===== config.mk =====
export PLATFORM = sky130hd
export DESIGN_NAME = apb_wr_arb
export DESIGN_NICKNAME = d
export VERILOG_FILES = /design/src/rtl/apb_wr_arb_pkg.sv /design/src/rtl/apb_wr_arb_pick.sv /design/src/rtl/apb_wr_arb_fwd.sv /design/src/rtl/apb_wr_arb_rsp.sv /design/src/rtl/apb_wr_arb.sv
export SDC_FILE = /design/constraint.sdc
export NUM_CORES = 1
export LEC_CHECK = 0
export BUFFER_PORTS_ARGS = -buffer_cell sky130_fd_sc_hd__buf_2
export CORE_MARGIN = 5
export CORE_UTILIZATION = 49
export DETAILED_ROUTE_END_ITERATION = 12
export PLACE_DENSITY_LB_ADDON = 0.08
export SKIP_LAST_GASP = 1
export SLEW_MARGIN = 20
export SYNTH_ARGS = -nofsm -noshare
export SYNTH_HDL_FRONTEND = slang
export SYNTH_SLANG_ARGS = --single-unit

===== constraint.sdc =====
create_clock -name clk_i -period 5.3 [get_ports clk_i]
set_input_delay 0.53 -clock clk_i [delete_from_list [all_inputs] [get_ports clk_i]]
set_output_delay 0.53 -clock clk_i [all_outputs]
set_load 0.02 [all_outputs]

===== src/rtl/apb_wr_arb_pkg.sv =====
package apb_wr_arb_pkg;
  typedef enum logic [2:0] {
    ST_IDLE,
    ST_CHECK,
    ST_SETUP,
    ST_ACCESS,
    ST_RESP
  } arb_st_e;
endpackage


===== src/rtl/apb_wr_arb_pick.sv =====
module apb_wr_arb_pick #(
  parameter int unsigned N_REQ = 2
) (
  input  logic [N_REQ-1:0] cand_i,
  input  logic [N_REQ-1:0] demote_i,
  output logic [N_REQ-1:0] gnt_o,
  output logic             any_o
);
  logic [N_REQ-1:0] hi;
  logic [N_REQ-1:0] src;

  // full-priority requesters first, demoted ones only if none of those ask
  assign hi    = cand_i & ~demote_i;
  assign src   = (|hi) ? hi : cand_i;
  assign gnt_o = src & (~src + N_REQ'(1));
  assign any_o = |cand_i;
endmodule


===== src/rtl/apb_wr_arb_fwd.sv =====
module apb_wr_arb_fwd #(
  parameter int unsigned N_REQ  = 2,
  parameter int unsigned ADDR_W = 32,
  parameter int unsigned DATA_W = 32,
  parameter int unsigned STRB_W = 4,
  parameter int unsigned IDX_W  = 1
) (
  input  logic                    clk_i,
  input  logic                    rst_ni,
  input  logic                    load_i,
  input  logic [IDX_W-1:0]        idx_i,
  input  logic [N_REQ-1:0]        write_i,
  input  logic [N_REQ*ADDR_W-1:0] addr_i,
  input  logic [N_REQ*DATA_W-1:0] wdata_i,
  input  logic [N_REQ*STRB_W-1:0] wpar_i,
  input  logic [N_REQ*STRB_W-1:0] strb_i,
  input  logic [N_REQ-1:0]        spar_i,
  output logic                    write_o,
  output logic [ADDR_W-1:0]       addr_o,
  output logic [DATA_W-1:0]       wdata_o,
  output logic [STRB_W-1:0]       wpar_o,
  output logic [STRB_W-1:0]       strb_o,
  output logic                    spar_o
);
  logic [ADDR_W-1:0] addr_a  [N_REQ];
  logic [DATA_W-1:0] wdata_a [N_REQ];
  logic [STRB_W-1:0] wpar_a  [N_REQ];
  logic [STRB_W-1:0] strb_a  [N_REQ];

  for (genvar gi = 0; gi < N_REQ; gi++) begin : g_unpack
    assign addr_a[gi]  = addr_i[gi*ADDR_W +: ADDR_W];
    assign wdata_a[gi] = wdata_i[gi*DATA_W +: DATA_W];
    assign wpar_a[gi]  = wpar_i[gi*STRB_W +: STRB_W];
    assign strb_a[gi]  = strb_i[gi*STRB_W +: STRB_W];
  end

  // parity is captured in the same register stage as the payload it covers
  always_ff @(posedge clk_i or negedge rst_ni) begin
    if (!rst_ni) begin
      write_o <= 1'b0;
      addr_o  <= '0;
      wdata_o <= '0;
      wpar_o  <= '0;
      strb_o  <= '0;
      spar_o  <= 1'b0;
    end else if (load_i) begin
      write_o <= write_i[idx_i];
      addr_o  <= addr_a[idx_i];
      wdata_o <= wdata_a[idx_i];
      wpar_o  <= wpar_a[idx_i];
      strb_o  <= strb_a[idx_i];
      spar_o  <= spar_i[idx_i];
    end
  end
endmodule


===== src/rtl/apb_wr_arb_rsp.sv =====
module apb_wr_arb_rsp #(
  parameter int unsigned N_REQ = 2,
  parameter int unsigned EXTRA = 0
) (
  input  logic             clk_i,
  input  logic             rst_ni,
  input  logic             fire_i,
  input  logic [N_REQ-1:0] gnt_i,
  output logic             done_o,
  output logic [N_REQ-1:0] ready_o
);
  logic [EXTRA:0] pipe_q;

  always_ff @(posedge clk_i or negedge rst_ni) begin
    if (!rst_ni) pipe_q[0] <= 1'b0;
    else         pipe_q[0] <= fire_i;
  end

  if (EXTRA > 0) begin : g_extra
    for (genvar k = 1; k <= EXTRA; k++) begin : g_stage
      always_ff @(posedge clk_i or negedge rst_ni) begin
        if (!rst_ni) pipe_q[k] <= 1'b0;
        else         pipe_q[k] <= pipe_q[k-1];
      end
    end
  end

  assign done_o  = pipe_q[EXTRA];
  assign ready_o = gnt_i & {N_REQ{done_o}};
endmodule


===== src/rtl/apb_wr_arb.sv =====
module apb_wr_arb
  import apb_wr_arb_pkg::*;
#(
  parameter int unsigned N_REQ           = 2,
  parameter int unsigned ADDR_W          = 32,
  parameter int unsigned DATA_W          = 32,
  parameter int unsigned STRB_W          = DATA_W / 8,
  parameter int unsigned EXTRA_RSP_STAGE = 0
) (
  input  logic                    clk_i,
  input  logic                    rst_ni,
  input  logic [N_REQ-1:0]        req_sel_i,
  input  logic [N_REQ-1:0]        req_en_i,
  input  logic [N_REQ-1:0]        req_write_i,
  input  logic [N_REQ*ADDR_W-1:0] req_addr_i,
  input  logic [N_REQ*DATA_W-1:0] req_wdata_i,
  input  logic [N_REQ*STRB_W-1:0] req_wdata_par_i,
  input  logic [N_REQ*STRB_W-1:0] req_strb_i,
  input  logic [N_REQ-1:0]        req_strb_par_i,
  output logic [N_REQ-1:0]        req_ready_o,
  output logic                    cmp_sel_o,
  output logic                    cmp_en_o,
  output logic                    cmp_write_o,
  output logic [ADDR_W-1:0]       cmp_addr_o,
  output logic [DATA_W-1:0]       cmp_wdata_o,
  output logic [STRB_W-1:0]       cmp_wdata_par_o,
  output logic [STRB_W-1:0]       cmp_strb_o,
  output logic                    cmp_strb_par_o,
  input  logic                    cmp_ready_i
);
  localparam int unsigned IDX_W = (N_REQ > 1) ? $clog2(N_REQ) : 1;

  arb_st_e          state_q;
  logic [N_REQ-1:0] gnt_q;
  logic [N_REQ-1:0] demote_q;
  logic [N_REQ-1:0] pick_gnt;
  logic             pick_any;
  logic [IDX_W-1:0] gnt_idx;
  logic             en_ok;
  logic             load;
  logic             fire;
  logic             rsp_done;
  logic             sel_q;
  logic             en_q;

  apb_wr_arb_pick #(.N_REQ(N_REQ)) u_pick (
    .cand_i   (req_sel_i),
    .demote_i (demote_q),
    .gnt_o    (pick_gnt),
    .any_o    (pick_any)
  );

  always_comb begin
    gnt_idx = '0;
    for (int i = 0; i < N_REQ; i++) begin
      if (gnt_q[i]) gnt_idx = IDX_W'(i);
    end
  end

  assign en_ok = |(gnt_q & req_en_i);
  assign load  = (state_q == ST_CHECK) && en_ok;
  assign fire  = (state_q == ST_ACCESS) && cmp_ready_i;

  always_ff @(posedge clk_i or negedge rst_ni) begin
    if (!rst_ni) begin
      state_q  <= ST_IDLE;
      gnt_q    <= '0;
      demote_q <= '0;
      sel_q    <= 1'b0;
      en_q     <= 1'b0;
    end else begin
      case (state_q)
        ST_IDLE: begin
          if (pick_any) begin
            gnt_q   <= pick_gnt;
            state_q <= ST_CHECK;
          end
        end
        ST_CHECK: begin
          if (en_ok) begin
            sel_q   <= 1'b1;
            state_q <= ST_SETUP;
          end else begin
            // enable missed its slot: drop the grant and demote
            demote_q <= demote_q | gnt_q;
            gnt_q    <= '0;
            state_q  <= ST_IDLE;
          end
        end
        ST_SETUP: begin
          en_q    <= 1'b1;
          state_q <= ST_ACCESS;
        end
        ST_ACCESS: begin
          if (cmp_ready_i) begin
            sel_q   <= 1'b0;
            en_q    <= 1'b0;
            state_q <= ST_RESP;
          end
        end
        ST_RESP: begin
          if (rsp_done) begin
            demote_q <= demote_q & ~gnt_q;
            gnt_q    <= '0;
            state_q  <= ST_IDLE;
          end
        end
        default: state_q <= ST_IDLE;
      endcase
    end
  end

  apb_wr_arb_fwd #(
    .N_REQ (N_REQ),
    .ADDR_W(ADDR_W),
    .DATA_W(DATA_W),
    .STRB_W(STRB_W),
    .IDX_W (IDX_W)
  ) u_fwd (
    .clk_i   (clk_i),
    .rst_ni  (rst_ni),
    .load_i  (load),
    .idx_i   (gnt_idx),
    .write_i (req_write_i),
    .addr_i  (req_addr_i),
    .wdata_i (req_wdata_i),
    .wpar_i  (req_wdata_par_i),
    .strb_i  (req_strb_i),
    .spar_i  (req_strb_par_i),
    .write_o (cmp_write_o),
    .addr_o  (cmp_addr_o),
    .wdata_o (cmp_wdata_o),
    .wpar_o  (cmp_wdata_par_o),
    .strb_o  (cmp_strb_o),
    .spar_o  (cmp_strb_par_o)
  );

  apb_wr_arb_rsp #(
    .N_REQ(N_REQ),
    .EXTRA(EXTRA_RSP_STAGE)
  ) u_rsp (
    .clk_i   (clk_i),
    .rst_ni  (rst_ni),
    .fire_i  (fire),
    .gnt_i   (gnt_q),
    .done_o  (rsp_done),
    .ready_o (req_ready_o)
  );

  assign cmp_sel_o = sel_q;
  assign cmp_en_o  = en_q;
endmodule


### Word-level counts from Yosys, hierarchy flattened

Cells that the tools add are included.
W data, S select, Z words.

* multiplexer cells: 34
* reductions and logical operators: 15
* multipliers: 0
* bitwise logic cells: 10
* eq/ne operators: 9
* $add $sub $neg: 1
* shifts and indexed selects: 0
* $lt $le $gt $ge: 2
* divide/modulo/power cells: 0

Operators with widths (count)
* $mux W32: 6
* $mux W4: 6
* $pmux W3 S5: 1
* $mux W2: 7
* $and A2 B2 Y2: 5
* $mux W3: 3
* $reduce_and A3 Y1: 3
* $ne A2 B2 Y1 const B: 4
* $mux W1: 7
* $eq A3 B2 Y1 const B: 2
* $not A2 Y2: 3
* $pmux W2 S3: 1
* $reduce_bool A2 Y1: 3
* $reduce_or A2 Y1: 3
* $pmux W1 S2: 2
* $pmux W2 S2: 1
* $reduce_and A4 Y1: 1
* $eq A3 B1 Y1 const B: 1
* $eq A3 B3 Y1 const B: 1
* $logic_not A3 Y1: 1
* $reduce_bool A3 Y1: 1
* $add A2 B1 Y2 const B: 1
* $ge A2 B2 Y1 const B: 1
* $logic_and A1 B1 Y1: 2
* 5 further kinds: 5

* bits in writable memories: 0
* memories kept: 0
* bits of input ports: 155
* bits in registers: 84
* memory bits (read-only): 0
* latch bits: 0
* output and inout port bits: 78

### Logic depth before layout (Yosys ltp)

* depth after elaboration: 9
* mapped depth: 6
* mapped depth without buffers: 3

### Hierarchy

Synthesis repeated with hierarchy kept, for this count alone.

* cell total of the unflattened synthesis: 378
* area total of the unflattened synthesis: 4011.3 µm²

By module, submodules not included
* apb_wr_arb_fwd: instances 1, area an instance 3452.1 µm², cells each 320, seq. area each 1851.8 µm²
* apb_wr_arb: instances 1, area an instance 485.5 µm², cells each 50, seq. area each 225.2 µm²
* apb_wr_arb_rsp: instances 1, area an instance 37.5 µm², cells each 3, seq. area each 25.0 µm²
* apb_wr_arb_pick: instances 1, area an instance 36.3 µm², cells each 5, seq. area each 0.0 µm²

### Worst setup path after synthesis

Ideal clock, no wire load.

* kind: register to register
* start point: register state_q[2]
* end point: register u_fwd.addr_o[11]
* cell stages (with the launch flop): 7
* path slack: 3565 ps
* clock period less this slack: 1735 ps
* data required time: 5173 ps
* buffers on the path: 3
* arrival: 1608 ps
* library setup time: 127 ps
* path through: dfrtp_1 buf_2 or3b_4 nor2_4 buf_6 buf_8 mux2_1

* cells in the longest elaborated chain, start to end: 2

Ends and longest elaborated chain
* start, declared: line apb_wr_arb.sv:33 `arb_st_e state_q;`
* start signal, assigned: line apb_wr_arb.sv:66 `state_q <= ST_IDLE;`
* start signal, assigned: line apb_wr_arb.sv:76 `state_q <= ST_CHECK;`
* start signal, assigned: line apb_wr_arb.sv:82 `state_q <= ST_SETUP;`
* $eq A3 B1 Y1: line apb_wr_arb.sv:61 `assign load = (state_q == ST_CHECK) && en_ok;`
* $logic_and A1 B1 Y1: line apb_wr_arb.sv:61
* end signal, assigned: line apb_wr_arb_fwd.sv:48 `addr_o <= addr_a[idx_i];`
* end, declared: line apb_wr_arb_fwd.sv:19 `output logic [ADDR_W-1:0] addr_o,`

Every way passes these cells.
A chain may end at the register's enable or synchronous reset.

### Worst setup path after layout

* start point: register state_q[1]
* end point: register u_fwd.wdata_o[7]

* cells in the longest elaborated chain, start to end: 2

Ends and longest elaborated chain
* $eq A3 B1 Y1: line apb_wr_arb.sv:61
* $logic_and A1 B1 Y1: line apb_wr_arb.sv:61
* end signal, assigned: line apb_wr_arb_fwd.sv:49 `wdata_o <= wdata_a[idx_i];`
* end, declared: line apb_wr_arb_fwd.sv:20 `output logic [DATA_W-1:0] wdata_o,`

Every way passes these cells.

==> results.md <==
* Status: finished clean
* Max frequency at 402 MHz
* Vias in the first global route at 3,462
* Final hold vios at 0
* Required @ worst endpoint at 5.51 ns
* Mapped cell area at 4360 sq um
* FF+latch count, synth at 84
* Yosys warns at 0
* Tcrit/Tclk final at 0.469
* Clock Tree Buf Depth at 2
* Area contributors post-synth: dfrtp_1 48%, mux2_2 24%, mux2_4 14%
* Max-slew headroom at the worst pin at 0.385
* CTS buffer count at 9
* Post-route ant nets at 0
* Register area share after synthesis at 0.482
* Vias/cell at 5.04
* Post-layout min period at 2.48 ns
* Mapped Cells at 294
* Clock latency on the worst-skew pair at 0.33 ns
* Power per Cell Area at 202 nW/um^2
* Most common cell after layout, fill and taps aside: buf_2
* Pleak at 3.20 nW
* Congestion Overflow GR at 0
* Setup crit start: state_q[1]
* Slew @ Worst Pin at 0.923 ns
* CTS H-tree depth at 3
* Initial Util at 0.500
* Drt pass-1 iters at 4
* RR Endpoint: u_fwd.wdata_o[7]
* Setup CP Type: reg -> reg
* Crit path DAT at 2.70 ns
* Mapped Avg Cell Area at 14.8 sq um
* Die Area at 10,900 sq um
* CTS tree: yes
* Largest net degree at the start of global routing at 82
* Hold crit path type: reg -> reg
* Gr usage total at 0.192
* Io pins at 233
* Yosys top cell area share at 0.482
* Setup_tns at 0 ns
* Final Slew Violations at 0
* Post-CTS Setup Bufs at 0
* Hold_buf cts at 1
* Area grow syn2layout at 30.7%
* Vias at 3,183
* Initial antenna violation count at 0
* Syn_nets at 449
* Worst r2r src: state_q[1]
* R2r setup slk at 2.82 ns
* Routed WL at 10,500 um
* Clock slew at reported path FFs at 0.07 ns
* Reg2Reg Depth at 4
* Row count at 34
* Clk Tree Root Cell: clkbuf_8
* Post-synth top area cell: dfrtp_1
* Critical path capture point type: register
* Share of post-route cells with drive strength above 1 at 0.735
* RSZ-0062 raised after global routing: no
* Most frequent cells in the layout: 231 x buf_2, 94 x mux2_2, 83 x dfrtp_1
* Core Box Area at 8720 sq um
* Max-cap violations at 0
* PostCTS Resize Cnt at 0
* Final setup viols at 0
* Final worst clock skew at 0.0124 ns
* Initial DRC count at 89
* First-pass GRT wire length at 17,300 um
* Synth unique cells at 32
* Final net count at 676
* DRC Markers at 0
* Die X-Extent at 104 um
* CP Capture Point: u_fwd.wdata_o[7]
* ANT cells at 0
* Sink Count at 84
* Critical path fanouts, max at 55
* Port bufs at 232
* Routed length per instance at 16.7 um
* Post-layout util at 0.654
* VDD IR-drop max at 0.000124 V
* Die Y at 104 um
* CP Launch Type: register
* GP Congestion at 0.773
* Post-DP HPWL at 8040 um
==> report_power, final <==
group	total, mW	switching [mW]	leakage [nW]	internal, mW
clock	0.415	0.203	0.0890	0.212
combinational	0.0999	0.0375	1.97	0.0624
sequential	0.640	0	1.15	0.640
==> kinds of logic (layout without fill, tap and decap cells) <==
logic type,Yosys count,in the layout,share of synthesized area
simple gates,15,15,0.0212
flops,84,84,0.482
xor+xnor,1,1,0.00201
mux,150,150,0.421
buf+inv,28,258,0.0479
compound gates,16,16,0.0261
==> state kept, by name, indices dropped and copies added (netlist names), named ones only <==
signal	count
u_fwd.strb_o	4
u_fwd.wpar_o	4
u_fwd.spar_o	1
gnt_q	2
u_fwd.write_o	1
state_q	3
u_rsp.done_o	1
u_fwd.wdata_o	32
cmp_en_o	1
cmp_sel_o	1
u_fwd.addr_o	32
==> stage by stage <==
stage | setup WS, ns | std cells | hold WS, ns | area (sq um) | power (mW)
floorplan | 3.56 | 294 | 0.234 | 4360 | 0.681
global placement | 2.86 | 617 | 0.326 | 5520 | 0.751
detailed placement | 2.81 | 617 | 0.329 | 5520 | 0.754
CTS | 2.80 | 632 | 0.490 | 5700 | 1.17
global route | 2.70 | 632 | 0.505 | 5700 | 1.21
finish | 2.82 | 632 | 0.484 | 5700 | 1.15
==> metal layers <==
layer	GRT usage	part of all wire	wire length, um	vias up
li1	-	-	-	1508
met1	0.235	0.40	4210	1525
met2	0.328	0.51	5380	138
met3	0.0490	0.075	790	12
met4	0.0648	0.014	143	0
met5	0	0	0	-
==> how the worst min path moves through the flow <==
stage | from | slack [ns] | cells past startpoint | to
after floorplan | rst_ni | 0.23 | 0 | asynchronous set/reset pin
after global placement | rst_ni | 0.33 | 1 | u_fwd.wdata_o[26]
after detailed placement | rst_ni | 0.33 | 1 | u_fwd.wdata_o[26]
after CTS | u_fwd.addr_o[21] | 0.49 | 1 | u_fwd.addr_o[21]
after global routing | u_fwd.addr_o[21] | 0.51 | 1 | u_fwd.addr_o[21]
final | cmp_sel_o | 0.48 | 1 | cmp_sel_o
==> synth_stat cells <==
| cell | count |
|---|---|
| a21oi_1 | 4 |
| nand3b_1 | 1 |
| nor3b_1 | 1 |
| nand2b_1 | 1 |
| nor2_1 | 1 |
| xnor2_1 | 1 |
| buf_4 | 4 |
| or3b_4 | 1 |
| dfrtp_1 | 84 |
| a32o_1 | 2 |
| mux2i_1 | 2 |
| buf_2 | 4 |
| nor2_4 | 1 |
| buf_8 | 1 |
| o221ai_1 | 1 |
| a22oi_2 | 1 |
| nand2_1 | 4 |
| o21ai_0 | 3 |
| mux2_1 | 14 |
| inv_1 | 8 |
| buf_6 | 1 |
| nor2b_1 | 1 |
| nand4_1 | 1 |
| a21o_1 | 1 |
| o31ai_1 | 3 |
| or3_1 | 2 |
| mux2_4 | 40 |
| buf_12 | 4 |
| o211ai_1 | 1 |
| mux2_2 | 94 |
| nand3_1 | 1 |
| clkbuf_1 | 6 |
==> layout make-up <==
| type | count | area [sq um] |
|---|---|---|
| multi-input cells | 182 | 2050 |
| fillers | 727 | 3020 |
| well taps | 108 | 135 |
| clock buffers | 11 | 131 |
| flip-flops and latches | 84 | 2100 |
| repair buffers | 236 | 1210 |
| inverters | 8 | 30.0 |
| clock inverters | 3 | 40.0 |
==> critical path: stages (launching register included) <==
cell and delay [ns]:
dfrtp_1 0.51, or3b_4 0.47, nor2_4 0.55, buf_12 0.41, mux2_2 0.38
No activity file was read; power rests on OpenSTA's default activity.
